`src/rtl/tmr8_pkg.sv`:
```
package tmr8_pkg;
  typedef enum logic [1:0] {
    MODE_FREE    = 2'd0,
    MODE_CLR     = 2'd1,
    MODE_PC_MAX  = 2'd2,
    MODE_PC_CMPA = 2'd3
  } tmode_e;

  localparam logic [2:0] A_CTRL = 3'd0;
  localparam logic [2:0] A_CNT  = 3'd1;
  localparam logic [2:0] A_CMPA = 3'd2;
  localparam logic [2:0] A_CMPB = 3'd3;
  localparam logic [2:0] A_FLAG = 3'd4;
  localparam logic [2:0] A_MASK = 3'd5;

  localparam int NCH   = 2;
  localparam int NFLAG = NCH + 1;

  localparam int C_TOG_A = 2;
  localparam int C_STOP  = 7;
endpackage

```
`src/rtl/tmr8_counter.sv`:
```
module tmr8_counter
  import tmr8_pkg::*;
#(
  parameter int W = 8
) (
  input  logic         clk,
  input  logic         rst_n,
  input  logic         tick,
  input  tmode_e       mode,
  input  logic [W-1:0] top,
  input  logic         load,
  input  logic [W-1:0] load_val,
  output logic [W-1:0] cnt,
  output logic         up,
  output logic         blk,
  output logic         ev_ovf,
  output logic         reload
);
  localparam logic [W-1:0] MAXV = '1;
  localparam logic [W-1:0] BOT  = '0;

  logic [W-1:0] cnt_q, cnt_d;
  logic         up_q, up_d, blk_q, blk_d;
  logic         pc;

  assign pc = mode[1];

  always_comb begin
    cnt_d  = cnt_q;
    up_d   = up_q;
    blk_d  = blk_q;
    ev_ovf = 1'b0;
    reload = 1'b0;
    if (tick) begin
      blk_d = 1'b0;
      if (pc) begin
        if (cnt_q == BOT) ev_ovf = 1'b1;
        if (up_q) begin
          if (cnt_q >= top) begin
            up_d   = 1'b0;
            reload = 1'b1;
            cnt_d  = (cnt_q == BOT) ? BOT : cnt_q - 1'b1;
          end else begin
            cnt_d = cnt_q + 1'b1;
          end
        end else if (cnt_q == BOT) begin
          up_d  = 1'b1;
          cnt_d = (top == BOT) ? BOT : cnt_q + 1'b1;
        end else begin
          cnt_d = cnt_q - 1'b1;
        end
      end else begin
        if (cnt_q == MAXV) ev_ovf = 1'b1;
        if (mode == MODE_CLR && cnt_q == top) cnt_d = BOT;
        else                                  cnt_d = cnt_q + 1'b1;
      end
    end
    if (!pc) up_d = 1'b1;
    if (load) begin
      cnt_d = load_val;
      blk_d = 1'b1;
    end
  end

  always_ff @(posedge clk or negedge rst_n) begin
    if (!rst_n) begin
      cnt_q <= '0;
      up_q  <= 1'b1;
      blk_q <= 1'b0;
    end else begin
      cnt_q <= cnt_d;
      up_q  <= up_d;
      blk_q <= blk_d;
    end
  end

  assign cnt = cnt_q;
  assign up  = up_q;
  assign blk = blk_q;

  assert_hold_R3: assert property (@(posedge clk) disable iff (!rst_n)
    (!tick && !load) |=> $stable(cnt_q));

  assert_pc_step_R6: assert property (@(posedge clk) disable iff (!rst_n)
    (tick && pc && !load) |=>
      (cnt_q == $past(cnt_q) + 1'b1 || cnt_q == $past(cnt_q) - 1'b1 || cnt_q == $past(cnt_q)));

  assert_clr_wrap_R4: assert property (@(posedge clk) disable iff (!rst_n)
    (tick && mode == MODE_CLR && cnt_q == top && !load) |=> (cnt_q == BOT));
endmodule

```
`src/rtl/tmr8_cmp_unit.sv`:
```
module tmr8_cmp_unit #(
  parameter int W = 8
) (
  input  logic         clk,
  input  logic         rst_n,
  input  logic         tick,
  input  logic [W-1:0] cnt,
  input  logic [W-1:0] ocr,
  input  logic         blk,
  input  logic         up,
  input  logic         pc,
  input  logic         tog,
  output logic         match,
  output logic         wave
);
  logic wave_q, wave_d;

  assign match = tick && !blk && (cnt == ocr);

  always_comb begin
    wave_d = wave_q;
    if (match) begin
      if (pc)       wave_d = !up;
      else if (tog) wave_d = !wave_q;
    end
  end

  always_ff @(posedge clk or negedge rst_n) begin
    if (!rst_n) wave_q <= 1'b0;
    else        wave_q <= wave_d;
  end

  assign wave = wave_q;

  assert_pc_clear_R7: assert property (@(posedge clk) disable iff (!rst_n)
    (match && pc && up) |=> !wave_q);

  assert_pc_set_R7: assert property (@(posedge clk) disable iff (!rst_n)
    (match && pc && !up) |=> wave_q);

  assert_toggle_R5: assert property (@(posedge clk) disable iff (!rst_n)
    (match && !pc && tog) |=> (wave_q != $past(wave_q)));
endmodule

```
`src/rtl/tmr8_regs.sv`:
```
module tmr8_regs
  import tmr8_pkg::*;
#(
  parameter int W = 8
) (
  input  logic                  clk,
  input  logic                  rst_n,
  input  logic                  we,
  input  logic [2:0]            addr,
  input  logic [W-1:0]          wdata,
  output logic [W-1:0]          rdata,
  input  logic [W-1:0]          cnt_val,
  input  logic                  ev_ovf,
  input  logic [NCH-1:0]        ev_match,
  input  logic                  reload,
  output tmode_e                mode,
  output logic [NCH-1:0]        tog,
  output logic                  stop,
  output logic                  cnt_load,
  output logic [NCH-1:0][W-1:0] ocr_act,
  output logic                  irq
);
  logic [W-1:0]          ctrl_q, ctrl_d;
  logic [NCH-1:0][W-1:0] buf_q, buf_d, act_q, act_d;
  logic [NFLAG-1:0]      flag_q, flag_d, mask_q, mask_d, ev;
  logic                  pc;

  assign ev   = {ev_match, ev_ovf};
  assign mode = tmode_e'(ctrl_q[1:0]);
  assign pc   = ctrl_q[1];
  assign stop = ctrl_q[C_STOP];
  assign tog  = ctrl_q[C_TOG_A +: NCH];

  always_comb begin
    ctrl_d = ctrl_q;
    buf_d  = buf_q;
    mask_d = mask_q;
    flag_d = flag_q | ev;
    if (we) begin
      case (addr)
        A_CTRL:  ctrl_d   = wdata;
        A_CMPA:  buf_d[0] = wdata;
        A_CMPB:  buf_d[1] = wdata;
        A_FLAG:  flag_d   = (flag_q & ~wdata[NFLAG-1:0]) | ev;
        A_MASK:  mask_d   = wdata[NFLAG-1:0];
        default: ;
      endcase
    end
    act_d = act_q;
    if (!pc || reload) act_d = buf_d;
  end

  always_ff @(posedge clk or negedge rst_n) begin
    if (!rst_n) begin
      ctrl_q <= '0;
      buf_q  <= '0;
      act_q  <= '0;
      flag_q <= '0;
      mask_q <= '0;
    end else begin
      ctrl_q <= ctrl_d;
      buf_q  <= buf_d;
      act_q  <= act_d;
      flag_q <= flag_d;
      mask_q <= mask_d;
    end
  end

  always_comb begin
    case (addr)
      A_CTRL:  rdata = ctrl_q;
      A_CNT:   rdata = cnt_val;
      A_CMPA:  rdata = buf_q[0];
      A_CMPB:  rdata = buf_q[1];
      A_FLAG:  rdata = {{(W-NFLAG){1'b0}}, flag_q};
      A_MASK:  rdata = {{(W-NFLAG){1'b0}}, mask_q};
      default: rdata = '0;
    endcase
  end

  assign cnt_load = we && (addr == A_CNT);
  assign ocr_act  = act_q;
  assign irq      = |(flag_q & mask_q);

  assert_dbuf_R8: assert property (@(posedge clk) disable iff (!rst_n)
    (pc && !reload) |=> $stable(act_q));

  assert_w1c_R9: assert property (@(posedge clk) disable iff (!rst_n)
    (we && addr == A_FLAG && ev == '0) |=> ((flag_q & $past(wdata[NFLAG-1:0])) == '0));
endmodule

```
`src/rtl/tmr8_pwm.sv`:
```
module tmr8_pwm
  import tmr8_pkg::*;
#(
  parameter int W = 8
) (
  input  logic         clk,
  input  logic         rst_n,
  input  logic         cnt_en,
  input  logic         bus_we,
  input  logic [2:0]   bus_addr,
  input  logic [W-1:0] bus_wdata,
  output logic [W-1:0] bus_rdata,
  output logic         wave_a,
  output logic         wave_b,
  output logic         irq
);
  logic [1:0]            rst_sync;
  logic                  rst_n_s;
  logic                  tick, stop, cnt_load, up, blk, ev_ovf, reload;
  tmode_e                mode;
  logic [NCH-1:0]        tog, match, wave;
  logic [NCH-1:0][W-1:0] ocr_act;
  logic [W-1:0]          cnt, top;

  always_ff @(posedge clk or negedge rst_n) begin
    if (!rst_n) rst_sync <= 2'b00;
    else        rst_sync <= {rst_sync[0], 1'b1};
  end
  assign rst_n_s = rst_sync[1];

  assign tick = cnt_en && !stop;
  assign top  = (mode == MODE_CLR || mode == MODE_PC_CMPA) ? ocr_act[0] : '1;

  tmr8_regs #(.W(W)) u_regs (
    .clk(clk), .rst_n(rst_n_s), .we(bus_we), .addr(bus_addr), .wdata(bus_wdata),
    .rdata(bus_rdata), .cnt_val(cnt), .ev_ovf(ev_ovf), .ev_match(match),
    .reload(reload), .mode(mode), .tog(tog), .stop(stop), .cnt_load(cnt_load),
    .ocr_act(ocr_act), .irq(irq)
  );

  tmr8_counter #(.W(W)) u_cnt (
    .clk(clk), .rst_n(rst_n_s), .tick(tick), .mode(mode), .top(top),
    .load(cnt_load), .load_val(bus_wdata), .cnt(cnt), .up(up), .blk(blk),
    .ev_ovf(ev_ovf), .reload(reload)
  );

  for (genvar i = 0; i < NCH; i++) begin : g_ch
    tmr8_cmp_unit #(.W(W)) u_cmp (
      .clk(clk), .rst_n(rst_n_s), .tick(tick), .cnt(cnt), .ocr(ocr_act[i]),
      .blk(blk), .up(up), .pc(mode[1]), .tog(tog[i]),
      .match(match[i]), .wave(wave[i])
    );
  end

  assign wave_a = wave[0];
  assign wave_b = wave[1];

  assert_stop_R3: assert property (@(posedge clk) disable iff (!rst_n_s)
    (!tick) |-> (match == '0 && !ev_ovf));
endmodule

```
`config.mk`:
```
export PLATFORM = sky130hd
export DESIGN_NAME = tmr8_pwm
export DESIGN_NICKNAME = d
export VERILOG_FILES = /design/src/rtl/tmr8_pkg.sv /design/src/rtl/tmr8_counter.sv /design/src/rtl/tmr8_cmp_unit.sv /design/src/rtl/tmr8_regs.sv /design/src/rtl/tmr8_pwm.sv
export SDC_FILE = /design/constraint.sdc
export NUM_CORES = 1
export LEC_CHECK = 0
export ABC_AREA = 1
export BUFFER_PORTS_ARGS = -buffer_cell sky130_fd_sc_hd__buf_2
export CORE_ASPECT_RATIO = 1.4
export CORE_MARGIN = 5
export CORE_UTILIZATION = 67
export DETAILED_ROUTE_END_ITERATION = 16
export GPL_TIMING_DRIVEN = 0
export PLACE_DENSITY_LB_ADDON = 0.25
export REMOVE_ABC_BUFFERS = 1
export SLEW_MARGIN = 25
export SYNTH_ARGS = -nofsm -noshare
export SYNTH_HDL_FRONTEND = slang
export SYNTH_HIERARCHICAL = 1
export SYNTH_SLANG_ARGS = --single-unit
```
`constraint.sdc`:
```
create_clock -name clk -period 3.7 [get_ports clk]
set_input_delay 0 -clock clk [delete_from_list [all_inputs] [get_ports clk]]
set_output_delay 0 -clock clk [all_outputs]
set_load 0.005 [all_outputs]
```
==> results by group <==
Synth
  – #FFs+latches synth: 60
  – Synth top area cells: dfrtp_1, nand2_1, inv_1
  – Asr flop ratio synth: 100.0%
  – Unique masters post-synth: 40
  – Yosys warnings: 6
  – Post-synth EDFFs: 0
  – Most area-hungry cell type in the Yosys netlist: dfrtp_1
  – Main flop type after synthesis: dfrtp_1
  – Synthesized cell area: 4338 um^2
  – Register area share after synthesis: around a third
  – Synthesized area per cell: around 6.7 um^2
  – Gate count after technology mapping: between 600 and 700
  – Top-area cell type share of the netlist area: about a third

Critical path
  – Critical Path End Type: register
  – FF-to-FF setup slack: roughly 0.25 ns
  – CP Data Required Time: between 3 and 4 ns
  – Crit path DAT: 3.69 ns
  – CP max FO: 17
  – Startpoint Class: register
  – Crit Path Class: reg2reg

Floorplanning
  – # rows: 34
  – I/O pins: 26
  – DIE WIDTH: approximately 78 um
  – Core Footprint: approximately 6300 um^2
  – Die height: around 110 um
  – Die footprint: 8207 um^2
  – Starting Density: between 60% and 70%

STA
  – Fin Setup TNS: 0 ns
  – Final hold violations: 0
  – Relative slew slack: between 30% and 40%
  – Final setup skew: approximately 0.014 ns
  – Final-report setup violation count: 0
  – Fin crit share: between 90% and 100%
  – Fmax: 289.6 MHz
  – RSZ-0062 raised after global routing: false
  – Worst slew pin tran: 0.9070 ns
  – Crit path time final: about 3.5 ns
  – Slew Viols, Final: 0

GRT
  – Gr usage total: between 20% and 30%
  – Grt total ovfl: 0
  – Vias in the first global route: around 4200
  – First-pass GRT wire length: slightly below 20000 um
  – Largest net degree at the start of global routing: 35
  – Initial antenna violation count: 0

Outcome
  – Status: finished, final reports clean

Cells and area
  – # diodes: 0
  – Fillers: 459
  – Design area: 4795 um^2
  – Layout cells sized above 1: between 10 and 15%
  – P&R area growth vs syn: 10.53%
  – Commonest non-fill, non-tap cell in the layout: nand2_1
  – Nets: slightly above 700
  – Most frequent cells in the layout: nand2_1, inv_1, dfrtp_1

Clock tree
  – Clk_lat worst skew: between 0.3 and 0.4 ns
  – CTS tree: yes
  – Clk buf depth: 2
  – Post-CTS Resized: 0
  – Clock transition at path regs: about 0.08 ns
  – Post CTS Setup Buffer Count: 0
  – Clock sink total: 60
  – H-Tree Depth: 3
  – Root buffer cell: clkbuf_8
  – CTS buffer count: 9

Placement
  – Post-DP HPWL: approximately 8300 um
  – Count of input and output buffers: 25
  – Gpl congestion: just over 0.9
  – DP Area: around 4500 um^2

Route
  – 1st-pass router iterations: 6
  – Vias per cell: approximately 5.6
  – Initial DRC Count: roughly 360
  – DR vias: between 4000 and 5000
  – Final wirelength: approximately 12000 um
  – Remaining DRCs: 0
  – Drt wl/cell: 15.71 um
  – Post-route ant nets: 0

Power and ir drop
  – Max IR drop VDD: 0.4717 mV
  – Pwr Density: approximately 650 nW/um^2
  – LEAKAGE: roughly 2.7 nW

Flow run
  – Max-cap violations: 0

Min path
  – Worst min path class: in2reg
worst paths after layout:
| check | startpoint | endpoint | cells after the start |
|---|---|---|---|
| max in group asynchronous | rst_sync[1]$_DFF_PN0_ | u_cnt/up$_DFFE_PN1P_ | 1 |
| max | u_cnt/cnt[0]$_DFFE_PN0P_ | u_regs/ocr_act[6]$_DFFE_PN0P_ | 12 |
| min reg2reg | rst_sync[1]$_DFF_PN0_ | u_regs/buf_q[11]$_DFF_PN0_ | 0 |
| max reg2reg | u_cnt/cnt[0]$_DFFE_PN0P_ | u_regs/ocr_act[6]$_DFFE_PN0P_ | 12 |
| min in group asynchronous | rst_sync[1]$_DFF_PN0_ | u_regs/buf_q[11]$_DFF_PN0_ | 0 |
| min | bus_wdata[6] | u_cnt/cnt[6]$_DFFE_PN0P_ | 5 |
cell usage after synthesis, types with 2 or more instances:
| master | count |
|---|---|
| nor4_2 | 2 |
| nand3_1 | 42 |
| ha_1 | 11 |
| xor2_1 | 9 |
| nor3_4 | 2 |
| a21oi_1 | 8 |
| nand2_4 | 2 |
| nor3_1 | 3 |
| or2_1 | 2 |
| o21ai_0 | 13 |
| o21bai_1 | 2 |
| mux2i_1 | 2 |
| nand4_1 | 28 |
| nor2_4 | 6 |
| o21ai_1 | 8 |
| nand2_2 | 14 |
| inv_1 | 101 |
| buf_2 | 5 |
| buf_6 | 4 |
| buf_4 | 4 |
| clkbuf_1 | 3 |
| nand2_1 | 228 |
| inv_2 | 6 |
| nor2_1 | 55 |
| and2_1 | 10 |
| nor2_2 | 8 |
| dfrtp_1 | 59 |
critical path: stages, from the launching register on:
cell and delay, ns:
dfrtp_1 0.66, inv_1 0.24, ha_1 0.32, nand2_1 0.07
nor2_1 0.04, nand2_2 0.09, nand2_1 0.07, nor2_2 0.20
a2111oi_0 0.19, nor2_2 0.64, inv_1 0.52, nand3_1 0.23
nand2_1 0.07
state kept, by name, indices dropped and copies added (netlist names):
signal / count
g_ch.u_cmp/wave: 2
rst_sync: 2
u_cnt/blk: 1
u_cnt/cnt: 8
u_cnt/up: 1
u_regs/buf_q: 16
u_regs/ctrl_q: 8
u_regs/flag_q: 3
u_regs/mask_q: 3
u_regs/ocr_act: 16
logic make-up after synthesis:
| logic type | share of synthesized area, % |
|---|---|
| multiplexers | 0.4615 |
| other | 0.08645 |
| XOR/XNOR | 2.019 |
| buffers and inverters | 12.40 |
| AND/OR/NAND/NOR | 42.57 |
| AO/OA/AOI/OAI | 4.644 |
| flip-flops | 34.64 |
| adder cells (fa/ha/maj) | 3.173 |
area by class of cell:
cell class | count | area (um^2) | share of cell area, %
Sequential cell | 60 | 1506 | 31.42
Tap cell | 72 | 90.09 | 1.879
Clock buffer | 9 | 123.9 | 2.584
Clock inverter | 7 | 138.9 | 2.897
Timing Repair Buffer | 34 | 225.2 | 4.697
Multi-Input combinational cell | 464 | 2297 | 47.91
Inverter | 109 | 412.9 | 8.612
routing by layer:
layer	wire length, um	up-vias	track usage (%)	share of wire [%]
met5	0	-	0	0
met4	530	0	16.30	4.5
met3	705	40	4.045	5.9
met2	6051	180	50.66	51
met1	4571	1947	36.39	39
li1	-	2065	-	-
power by group:
group / leakage, nW / switching (mW) / internal (mW)
sequential: 0.724 / 0.313 / 0.824
clock: 0.133 / 0.266 / 0.514
combinational: 1.84 / 0.764 / 0.453
timing repair:
item / 4_1_cts / 5_1_grt
setup endpoints to repair: 0 / 0
hold endpoints to repair: 16 / 0
hold buffers: 8 / 0
metrics by stage:
step | instances | worst slack, ns | hold slack (ns) | power, mW | util (%)
2_1_floorplan | 633 | 1.281 | -0.2956 | 1.956 | -
3_3_place_gp | 730 | 0.4216 | -0.2164 | 2.246 | 70.81
3_5_place_dp | 731 | 0.3479 | -0.2125 | 2.310 | 71.19
4_1_cts | 755 | 0.3258 | 0.003820 | 3.111 | 76.67
5_1_grt | 755 | 0.01506 | 0.01762 | 3.388 | 76.67
6_report | 755 | 0.2464 | 0.01806 | 3.135 | 76.67
No activity file was read; power rests on OpenSTA's default activity.
